### src/rtl/mda_pkg.sv
package mda_pkg;
  localparam int ADDR_W = 7;
  localparam logic [ADDR_W-1:0] A_STATUS = 7'h02;
  localparam logic [ADDR_W-1:0] A_DX     = 7'h03;
  localparam logic [ADDR_W-1:0] A_DY     = 7'h04;
  localparam logic [ADDR_W-1:0] A_CTRL   = 7'h0d;
  localparam int FLAG_BIT = 7;
endpackage

### src/rtl/mda_axis.sv
module mda_axis #(
  parameter int DW = 8,
  parameter int CW = 8
) (
  input  logic                 clk_i,
  input  logic                 rst_ni,
  input  logic                 half_i,
  input  logic                 valid_i,
  input  logic signed [DW-1:0] step_i,
  input  logic                 clr_i,
  input  logic                 rem_clr_i,
  output logic signed [CW-1:0] acc_o,
  output logic                 step_nz_o
);
  localparam int SW = DW + 1;
  localparam int AW = ((CW > SW) ? CW : SW) + 1;
  localparam logic signed [AW-1:0] MAXV = AW'(2**(CW-1) - 1);
  localparam logic signed [AW-1:0] MINV = ~MAXV;

  logic signed [CW-1:0] acc_q, acc_d;
  logic                 rem_q, rem_d, rem_use;
  logic signed [SW-1:0] full_v, scaled_v;
  logic signed [AW-1:0] base_v, sum_v;

  always_comb begin
    rem_use  = rem_clr_i ? 1'b0 : rem_q;
    full_v   = SW'(step_i) + SW'({1'b0, rem_use});
    scaled_v = half_i ? (full_v >>> 1) : SW'(step_i);
    base_v   = clr_i ? '0 : AW'(acc_q);
    sum_v    = base_v + AW'(scaled_v);
    if (!valid_i)           acc_d = CW'(base_v);
    else if (sum_v > MAXV)  acc_d = CW'(MAXV);
    else if (sum_v < MINV)  acc_d = CW'(MINV);
    else                    acc_d = CW'(sum_v);
    if (valid_i)            rem_d = half_i ? full_v[0] : 1'b0;
    else                    rem_d = rem_use;
  end

  always_ff @(posedge clk_i or negedge rst_ni) begin
    if (!rst_ni) begin
      acc_q <= '0;
      rem_q <= 1'b0;
    end else begin
      acc_q <= acc_d;
      rem_q <= rem_d;
    end
  end

  assign acc_o     = acc_q;
  assign step_nz_o = valid_i && (scaled_v != '0);

  // a non-negative total plus a non-negative step stays non-negative
  p_no_wrap_pos_r4: assert property (@(posedge clk_i) disable iff (!rst_ni)
    (valid_i && !clr_i && !acc_q[CW-1] && !scaled_v[SW-1]) |=> !acc_q[CW-1]);
  p_no_wrap_neg_r4: assert property (@(posedge clk_i) disable iff (!rst_ni)
    (valid_i && !clr_i && acc_q[CW-1] && scaled_v[SW-1]) |=> acc_q[CW-1]);
  // clearing without a new step leaves zero
  p_clear_r5: assert property (@(posedge clk_i) disable iff (!rst_ni)
    (clr_i && !valid_i) |=> (acc_q == '0));
endmodule

### src/rtl/mda_ctrl.sv
module mda_ctrl
  import mda_pkg::*;
#(
  parameter int RW = 8
) (
  input  logic              clk_i,
  input  logic              rst_ni,
  input  logic              wr_i,
  input  logic [ADDR_W-1:0] addr_i,
  input  logic [RW-1:0]     wdata_i,
  output logic              full_res_o
);
  logic res_q;
  logic unused_wbits;
  assign unused_wbits = ^wdata_i[RW-1:1];

  always_ff @(posedge clk_i or negedge rst_ni) begin
    if (!rst_ni)                      res_q <= 1'b0;
    else if (wr_i && addr_i == A_CTRL) res_q <= wdata_i[0];
  end

  assign full_res_o = res_q;

  // the select moves only on a write to its own address
  p_ctrl_hold_r11: assert property (@(posedge clk_i) disable iff (!rst_ni)
    !(wr_i && addr_i == A_CTRL) |=> $stable(res_q));
endmodule

### src/rtl/mda_top.sv
module mda_top
  import mda_pkg::*;
#(
  parameter int DW = 8,
  parameter int CW = 8
) (
  input  logic              clk_i,
  input  logic              rst_ni,
  input  logic              step_vld_i,
  input  logic [DW-1:0]     step_x_i,
  input  logic [DW-1:0]     step_y_i,
  input  logic              rd_i,
  input  logic              wr_i,
  input  logic [ADDR_W-1:0] addr_i,
  input  logic [CW-1:0]     wdata_i,
  output logic [CW-1:0]     motion_o,
  output logic [CW-1:0]     delta_x_o,
  output logic [CW-1:0]     delta_y_o
);
  localparam int NAX = 2;

  logic full_res;
  logic rd_x, rd_y, wclr;
  logic [NAX-1:0] clr, nz;
  logic signed [DW-1:0] step_in [NAX];
  logic signed [CW-1:0] acc [NAX];
  logic flag_q, hold_v_q;
  logic [CW-1:0] hold_q;

  assign rd_x = rd_i && addr_i == A_DX;
  assign rd_y = rd_i && addr_i == A_DY;
  assign wclr = wr_i && addr_i == A_STATUS;

  assign clr[0] = wclr || rd_x;
  assign clr[1] = wclr || rd_x || (rd_y && !hold_v_q);
  assign step_in[0] = step_x_i;
  assign step_in[1] = step_y_i;

  mda_ctrl #(.RW(CW)) u_ctrl (
    .clk_i, .rst_ni, .wr_i, .addr_i, .wdata_i, .full_res_o(full_res)
  );

  for (genvar g = 0; g < NAX; g++) begin : g_axis
    mda_axis #(.DW(DW), .CW(CW)) u_axis (
      .clk_i, .rst_ni,
      .half_i(!full_res),
      .valid_i(step_vld_i),
      .step_i(step_in[g]),
      .clr_i(clr[g]),
      .rem_clr_i(wclr),
      .acc_o(acc[g]),
      .step_nz_o(nz[g])
    );
  end

  always_ff @(posedge clk_i or negedge rst_ni) begin
    if (!rst_ni) begin
      flag_q   <= 1'b0;
      hold_v_q <= 1'b0;
      hold_q   <= '0;
    end else begin
      flag_q <= ((wclr || rd_x) ? 1'b0 : flag_q) | (|nz);
      if (wclr) begin
        hold_v_q <= 1'b0;
      end else if (rd_x) begin
        hold_v_q <= 1'b1;
        hold_q   <= acc[1];
      end else if (rd_y) begin
        hold_v_q <= 1'b0;
      end
    end
  end

  always_comb begin
    motion_o           = '0;
    motion_o[FLAG_BIT] = flag_q;
  end
  assign delta_x_o = acc[0];
  assign delta_y_o = hold_v_q ? hold_q : acc[1];

  // a nonzero scaled step always leaves the flag set
  p_flag_set_r8: assert property (@(posedge clk_i) disable iff (!rst_ni)
    (step_vld_i && (|nz)) |=> motion_o[FLAG_BIT]);
  // an X read presents the pre-read live Y total on the Y output
  p_snapshot_r6: assert property (@(posedge clk_i) disable iff (!rst_ni)
    (rd_x && !wclr) |=> (delta_y_o == $past(acc[1])));
  // a clearing write with no step empties everything
  p_wclr_r9: assert property (@(posedge clk_i) disable iff (!rst_ni)
    (wclr && !step_vld_i) |=> (motion_o == '0 && delta_x_o == '0 && delta_y_o == '0));
endmodule

### config.mk
export PLATFORM = sky130hd
export DESIGN_NAME = mda_top
export DESIGN_NICKNAME = d
export VERILOG_FILES = /design/src/rtl/mda_pkg.sv /design/src/rtl/mda_axis.sv /design/src/rtl/mda_ctrl.sv /design/src/rtl/mda_top.sv
export SDC_FILE = /design/constraint.sdc
export NUM_CORES = 1
export LEC_CHECK = 0
export BUFFER_PORTS_ARGS = -buffer_cell sky130_fd_sc_hd__buf_2
export CAP_MARGIN = 20
export CORE_MARGIN = 3
export CORE_UTILIZATION = 62
export CTS_BUF_LIST = sky130_fd_sc_hd__clkbuf_8
export DETAILED_ROUTE_END_ITERATION = 16
export GPL_TIMING_DRIVEN = 0
export PLACE_DENSITY = 0.89
export RECOVER_POWER = 100
export SLEW_MARGIN = 15
export SYNTH_ARGS = -nofsm -noshare
export SYNTH_HDL_FRONTEND = slang
export SYNTH_SLANG_ARGS = --single-unit
### constraint.sdc
create_clock -name clk_i -period 10.5 [get_ports clk_i]
set_input_delay 3.15 -clock clk_i [delete_from_list [all_inputs] [get_ports clk_i]]
set_output_delay 3.15 -clock clk_i [all_outputs]
set_load 0.03 [all_outputs]
# [Yosys cells after proc, flatten, opt, wreduce, memory -nomap -nowiden]
# Cells that the tools add are included.
[word_totals] regBits=29 input_bits=36
[op_classes] n_lt_le_gt_ge=4 reduce_logical=15 n_bitwise=2 muxes=21 n_eq_ne=4 n_addsub=4
[op_table] cell="8-bit two-way mux" count=7
[op_table] cell="10-bit by 9-bit adder with 10-bit output" count=2
[op_table] cell="10-bit by 8-bit > comparator with 1-bit output, second input constant" count=2
[op_table] cell="10-bit by 8-bit less-than comparator with 1-bit output, second input constant" count=2
[op_table] cell="10-bit two-way mux" count=2
[op_table] cell="8-bit by 2-bit adder with 9-bit output" count=2
[op_table] cell="9-bit two-way mux" count=2
[op_table] cell="9-bit nonzero test" count=2
[op_table] cell="7-bit by 2-bit equality test with 1-bit output, second input constant" count=2
[op_table] cell="1-bit two-way mux" count=10
[op_table] cell="7-bit by 3-bit equality test with 1-bit output, second input constant" count=1
[op_table] cell="7-bit by 4-bit equality test with 1-bit output, second input constant" count=1
[op_table] cell="1-bit logical AND" count=7
[op_table] cell="3-bit nonzero test" count=1
[op_table] cell="1-bit logical OR" count=2
[op_table] cell="2-bit AND reduction" count=1
[op_table] cell="2-bit OR reduction" count=1
[op_table] cell="1-bit logical NOT" count=1
[op_table] cell="1-bit NOT" count=1
[op_table] cell="1-bit OR" count=1

# [Logic depth before layout (Yosys ltp)]
[depth] depth_word=10 ltp_mapped=20 ltp_nobuf=19

# [Cells and area by module]
# From an unflattened synthesis, not the netlist that was laid out.
[unflattened] hier_cells=336 area_unflattened_um2=2974.1
[modules_own_cells] mod="mda_axis at g_axis[1].u_axis" seq_area_each_um2=225.2 cells_each=144 area_each_um2=1176.1 instances=1
[modules_own_cells] mod="mda_axis at g_axis[0].u_axis" seq_area_each_um2=225.2 cells_each=135 area_each_um2=1122.3 instances=1
[modules_own_cells] mod="mda_top" seq_area_each_um2=250.2 cells_each=52 area_each_um2=611.8 instances=1
[modules_own_cells] mod="mda_ctrl" seq_area_each_um2=25.0 cells_each=5 area_each_um2=63.8 instances=1

# [Worst setup path after synthesis]
# No wires, ideal clock.
[synth_path] kind="in2reg" from="in addr_i[6]" to="reg g_axis[0].u_axis.acc_q[1]" stages=20 arrival_time_ns=7.263 setup_slack_ns=3.096 t_required_ns=10.359 cell_sequence="or3_4 -> or3_1 -> nor3b_1 -> nor2b_1 -> ha_1 -> ha_1 -> xnor2_1 -> nor2_1 -> a21oi_1 -> inv_1 -> ha_1 -> a21o_1 -> a21o_1 -> a311oi_1 -> o21ai_1 -> o2111a_1 -> or3_1 -> buf_2 -> nand2b_1 -> a31oi_1"
[synth_via] elab_chain_len=10
[synth_lines] element="start, declared" line_no="mda_top.sv:14" text="input logic [ADDR_W-1:0] addr_i,"
[synth_lines] element="7-bit by 2-bit equality test with 1-bit output" line_no="mda_top.sv:32" text="assign wclr = wr_i && addr_i == A_STATUS;"
[synth_lines] element="1-bit logical AND" line_no="mda_top.sv:32"
[synth_lines] element="1-bit two-way mux" line_no="mda_axis.sv:26" text="rem_use = rem_clr_i ? 1'b0 : rem_q;"
[synth_lines] element="8-bit by 2-bit adder with 9-bit output" line_no="mda_axis.sv:27" text="full_v = SW'(step_i) + SW'({1'b0, rem_use});"
[synth_lines] element="9-bit two-way mux" line_no="mda_axis.sv:28" text="scaled_v = half_i ? (full_v >>> 1) : SW'(step_i);"
[synth_lines] element="10-bit by 9-bit adder with 10-bit output" line_no="mda_axis.sv:30" text="sum_v = base_v + AW'(scaled_v);"
[synth_lines] element="10-bit by 8-bit less-than comparator with 1-bit output" line_no="mda_axis.sv:33" text="else if (sum_v < MINV) acc_d = CW'(MINV);"
[synth_lines] element="8-bit two-way mux" line_no="mda_axis.sv:33"
[synth_lines] element="8-bit two-way mux" line_no="mda_axis.sv:32" text="else if (sum_v > MAXV) acc_d = CW'(MAXV);"
[synth_lines] element="8-bit two-way mux *" line_no="mda_axis.sv:31" text="if (!valid_i) acc_d = CW'(base_v);"
[synth_lines] element="via g_axis[0].u_axis.acc_d[1]" line_no="mda_axis.sv:20" text="logic signed [CW-1:0] acc_q, acc_d;"
[synth_lines] element="end signal, assigned" line_no="mda_axis.sv:41" text="acc_q <= '0;"
[synth_lines] element="end signal, assigned" line_no="mda_axis.sv:44" text="acc_q <= acc_d;"
[synth_lines] element="end, declared" line_no="mda_axis.sv:20"
# Mark *: on every way through the listed nets, which the timed path passes. The rest lies on a longest branch.
# A chain may end at the register's enable or synchronous reset.

# [Final worst setup path]
[layout_path] from="in addr_i[6]" to="reg g_axis[0].u_axis.acc_q[5]"
# Same word-level chain as after synthesis.

==> results.py <==
metrics = {
    "power": {
        "power.density_cell_area_nw_per_um2": 248.0,
        "fraction_of_power_spent_switching_nets_pct": 48.61,
        "total_switching_power_mw": 0.3946,
        "power_share_of_the_combinational_group_pct": 67.7,
        "power.leakage_nw": 1.519,
        "clock_power_share_pct": 11.7,
        "max-vdd-ir-drop_mv": 0.1404,
        "p_int_mw": 0.4172,
        "share_seq_of_total_power_pct": 20.7,
    },
    "timing": {
        "setup_viol_count_final": 0,
        "timing.final.max_slew_violations": 30,
        "hold_slack_ps": 505.9,
        "timing.final.crit_share_pct": 77.58,
        "hold_viol_final": 0,
        "total_negative_setup_slack_ps": 0,
        "rsz0062_at_grt": "false",
        "slew_hr_pct": -8.494,
        "fin_skew_ps": 11.76,
        "fmax_mhz": 122.8,
        "worst_pin_slew_ps": 1627,
        "timing.final.crit_period_ps": 8146,
    },
    "drt": {
        "antenna_left": 0,
        "post_drt_via_cell_ratio": 6.096,
        "routedWlPerCell_um": 16.20,
        "detailedRoute.firstPassIterationCount": 5,
        "detail_route.wirelength_um": 7288,
        "drt_iter0_markers": 190,
        "remaining_drc_errors": 0,
        "route.vias.total": 2743,
    },
    "cells_and_area": {
        "final_net_count": 458,
        "syn_to_final_growth_pct": 12.23,
        "finalCoreUtilization_pct": 73.65,
        "antennaDiodeCount": 0,
        "instances_no_fill": 450,
        "finish.instance_area_um2": 3273,
        "post_route_cells_drive_above_1_share_pct": 19.85,
    },
    "critical_path": {
        "worst_path_max_delay_cell": "sky130_fd_sc_hd__a311oi_1",
        "path_buf_inv": 3,
        "crit_path_cell_trace": "buf_2, or3_1, or3_1, nor3b_1, nor2b_1, ha_1, ha_1, xnor2_1, nor2_1, a21oi_1, inv_1, ha_1, a21o_1, a21o_1, a311oi_1, o21ai_0, o2111a_1, or3_1, clkbuf_1, o21ai_0, o211ai_1",
        "critPathRequiredTime_ps": 10650,
        "cp.arrival_ps": 8300,
        "critical_path.endpoint_type": "flop",
        "critical_path_peak_fanout": 7,
        "timing.critical_path.slowest_cell_delay_ps": 600,
        "worst-r2r-setup-slack_ps": 6050,
        "critPathLaunchType": "input port",
        "critPathKind": "input port to flop",
        "critical_path.top_delay_family": "compound AO/OA/AOI/OAI gates",
    },
    "placed_design": {
        "dp_hpwl_um": 5688,
        "dp_cells": 442,
        "gpl.final_weighted_congestion": 0.9491,
        "placement.cell_area_um2": 3219,
        "portbufs": 43,
    },
    "clock_tree": {
        "clock_latency_of_the_later_clocked_register_in_the_worst_skew_pair_ps": 290,
        "num_clock_sinks": 29,
        "cts_max_path_buffers": 2,
        "postCtsResizedCells": 0,
        "ctsHtreeMaxLevel": 2,
        "postCtsSetupBuffers": 0,
        "path_clk_slew_ps": 80,
        "cts.hold.buffers_added": 0,
        "ctsRootBufferMaster": "sky130_fd_sc_hd__clkbuf_8",
        "tritoncts": "built",
        "cts-buffers-inserted": 5,
    },
    "floorplan": {
        "design.core.area_um2": 4444,
        "horizontal_die_dimension_um": 74.59,
        "fp.dieArea_um2": 5563,
        "ios": 60,
        "floorplan.initialDensity_pct": 65.63,
        "chipHeight_um": 74.59,
        "core.rowCount": 24,
    },
    "synthesis": {
        "ys_warnings": 0,
        "async_reset_ff_share_pct": 100.0,
        "synth-seq-area-share_pct": 24.88,
        "postSynth.topFlopCell": "sky130_fd_sc_hd__dfrtp_1",
        "postSynthRegisterBits": 29,
        "synth_edf_count": 0,
        "netlist-cell-type-count": 61,
        "avgSynthCellArea_um2": 8.553,
        "netlist_instances": 341,
        "mappedNetlistArea_um2": 2917,
    },
    "global_route": {
        "largest_net_degree_at_the_start_of_global_routing": 30,
        "grt-ovfl-total": 0,
        "globalRouteTotalUtil_pct": 27.26,
        "grt_pass1_vias": 2635,
        "wire_length_of_the_first_global_routing_pass_um": 11670,
        "grt_antenna_before_repair": 0,
    },
    "flow_run": {
        "timing.max_cap.violations": 1,
    },
    "worst_hold_path": {
        "min-delay-path-class": "flop to flop",
    },
    "run_status": {
        "run_status": "finished, violations left",
        "failed_checks": "max-capacitance violations, max-slew violations",
    },
}
==> final cells by class <==
class,instances,area (um2)
fill,354,1171
inverter,21,78.83
clock inverter,3,17.52
timing repair buffer,43,192.7
clock buffer,5,68.82
sequential,29,725.7
tap,52,65.06
multi-input combinational,270,1962
buffer,27,162.7
==> layer usage <==
layer  track usage, %  vias up  share of wire (%)
li1                 -     1327                  -
met1            32.28     1290                 40
met2            49.76      110                 51
met3            3.784       16                6.6
met4            9.881        0                1.5
met5                0        -                  0
==> worst paths after layout <==
path                                                       end                          start  cells past startpoint
min in group asynchronous  g_axis[0].u_axis.acc_o[5]$_DFF_PN0_                         rst_ni                      1
max in group asynchronous                hold_q[7]$_DFFE_PN0P_                         rst_ni                      1
min                                      hold_q[1]$_DFFE_PN0P_          hold_q[1]$_DFFE_PN0P_                      1
max reg2reg                g_axis[1].u_axis.acc_o[4]$_DFF_PN0_  u_ctrl.full_res_o$_DFFE_PN0P_                     13
max                        g_axis[0].u_axis.acc_o[5]$_DFF_PN0_                      addr_i[6]                     21
min reg2reg                              hold_q[1]$_DFFE_PN0P_          hold_q[1]$_DFFE_PN0P_                      1
==> cell families (layout without fill, tap and decap cells) <==
family,after synthesis,count (layout),synth area share (%)
AND/OR/NAND/NOR,124,124,22.82
AO/OA/AOI/OAI,76,76,19.13
buffers and inverters,48,99,8.323
flip-flops,29,29,24.88
multiplexers,26,26,9.867
adder cells (fa/ha/maj),25,25,11.24
XOR/XNOR,12,12,3.604
other,1,7,0.1286
==> flip-flops by register name, indices dropped and copies added (netlist names) <==
register / count
hold_q: 8
g_axis.u_axis.acc_o: 16
hold_v_q: 1
flag_q: 1
g_axis.u_axis.rem_q: 2
u_ctrl.full_res_o: 1
==> synthesized netlist by cell type (5+ instances only) <==
master,number,area share [%]
sky130_fd_sc_hd__and3_1,5,1.1
sky130_fd_sc_hd__nor2b_1,6,1.3
sky130_fd_sc_hd__a31oi_1,8,1.7
sky130_fd_sc_hd__o21ai_0,8,1.4
sky130_fd_sc_hd__a21o_1,5,1.3
sky130_fd_sc_hd__a2bb2oi_1,6,1.8
sky130_fd_sc_hd__buf_4,16,4.1
sky130_fd_sc_hd__nor3_1,6,1.0
sky130_fd_sc_hd__nor2_1,23,3.0
sky130_fd_sc_hd__a21oi_1,15,2.6
sky130_fd_sc_hd__nand3_1,11,1.9
sky130_fd_sc_hd__dfrtp_1,29,25
sky130_fd_sc_hd__nand4_1,5,1.1
sky130_fd_sc_hd__nand2_1,26,3.3
sky130_fd_sc_hd__xor2_1,5,1.5
sky130_fd_sc_hd__nand2b_1,5,1.1
sky130_fd_sc_hd__and2_1,16,3.4
sky130_fd_sc_hd__o211ai_1,5,1.3
sky130_fd_sc_hd__xnor2_1,7,2.1
sky130_fd_sc_hd__clkbuf_1,8,1.0
sky130_fd_sc_hd__inv_1,20,2.6
sky130_fd_sc_hd__ha_1,23,9.9
sky130_fd_sc_hd__mux2_2,22,8.5
==> power groups by stage <==
stage	clock, mW	sequential [mW]	combinational, mW
floorplan	0	0.162	0.441
global placement	0	0.167	0.531
detailed placement	0	0.170	0.551
CTS	0.0941	0.168	0.555
global route	0.0992	0.172	0.606
finish	0.0947	0.168	0.549
==> cells in the final DEF, fill, tap and decap left out, types with 11 or more instances in the layout <==
| cell type | instances |
|---|---|
| sky130_fd_sc_hd__buf_2 | 26 |
| sky130_fd_sc_hd__dfrtp_1 | 29 |
| sky130_fd_sc_hd__clkbuf_1 | 27 |
| sky130_fd_sc_hd__inv_1 | 20 |
| sky130_fd_sc_hd__nand3_1 | 11 |
| sky130_fd_sc_hd__a21oi_1 | 15 |
| sky130_fd_sc_hd__nor2_1 | 23 |
| sky130_fd_sc_hd__and2_1 | 16 |
| sky130_fd_sc_hd__buf_4 | 16 |
| sky130_fd_sc_hd__ha_1 | 23 |
| sky130_fd_sc_hd__nand2_1 | 26 |
| sky130_fd_sc_hd__mux2_2 | 21 |
==> per-stage QoR <==
step                setup slack, ps  power, mW
floorplan                      3096     0.6038
global placement               2438     0.6980
detailed placement             2339     0.7202
CTS                            2578     0.8177
global route                   1896     0.8771
finish                         2354     0.8118
No activity file was read; power rests on OpenSTA's default activity.
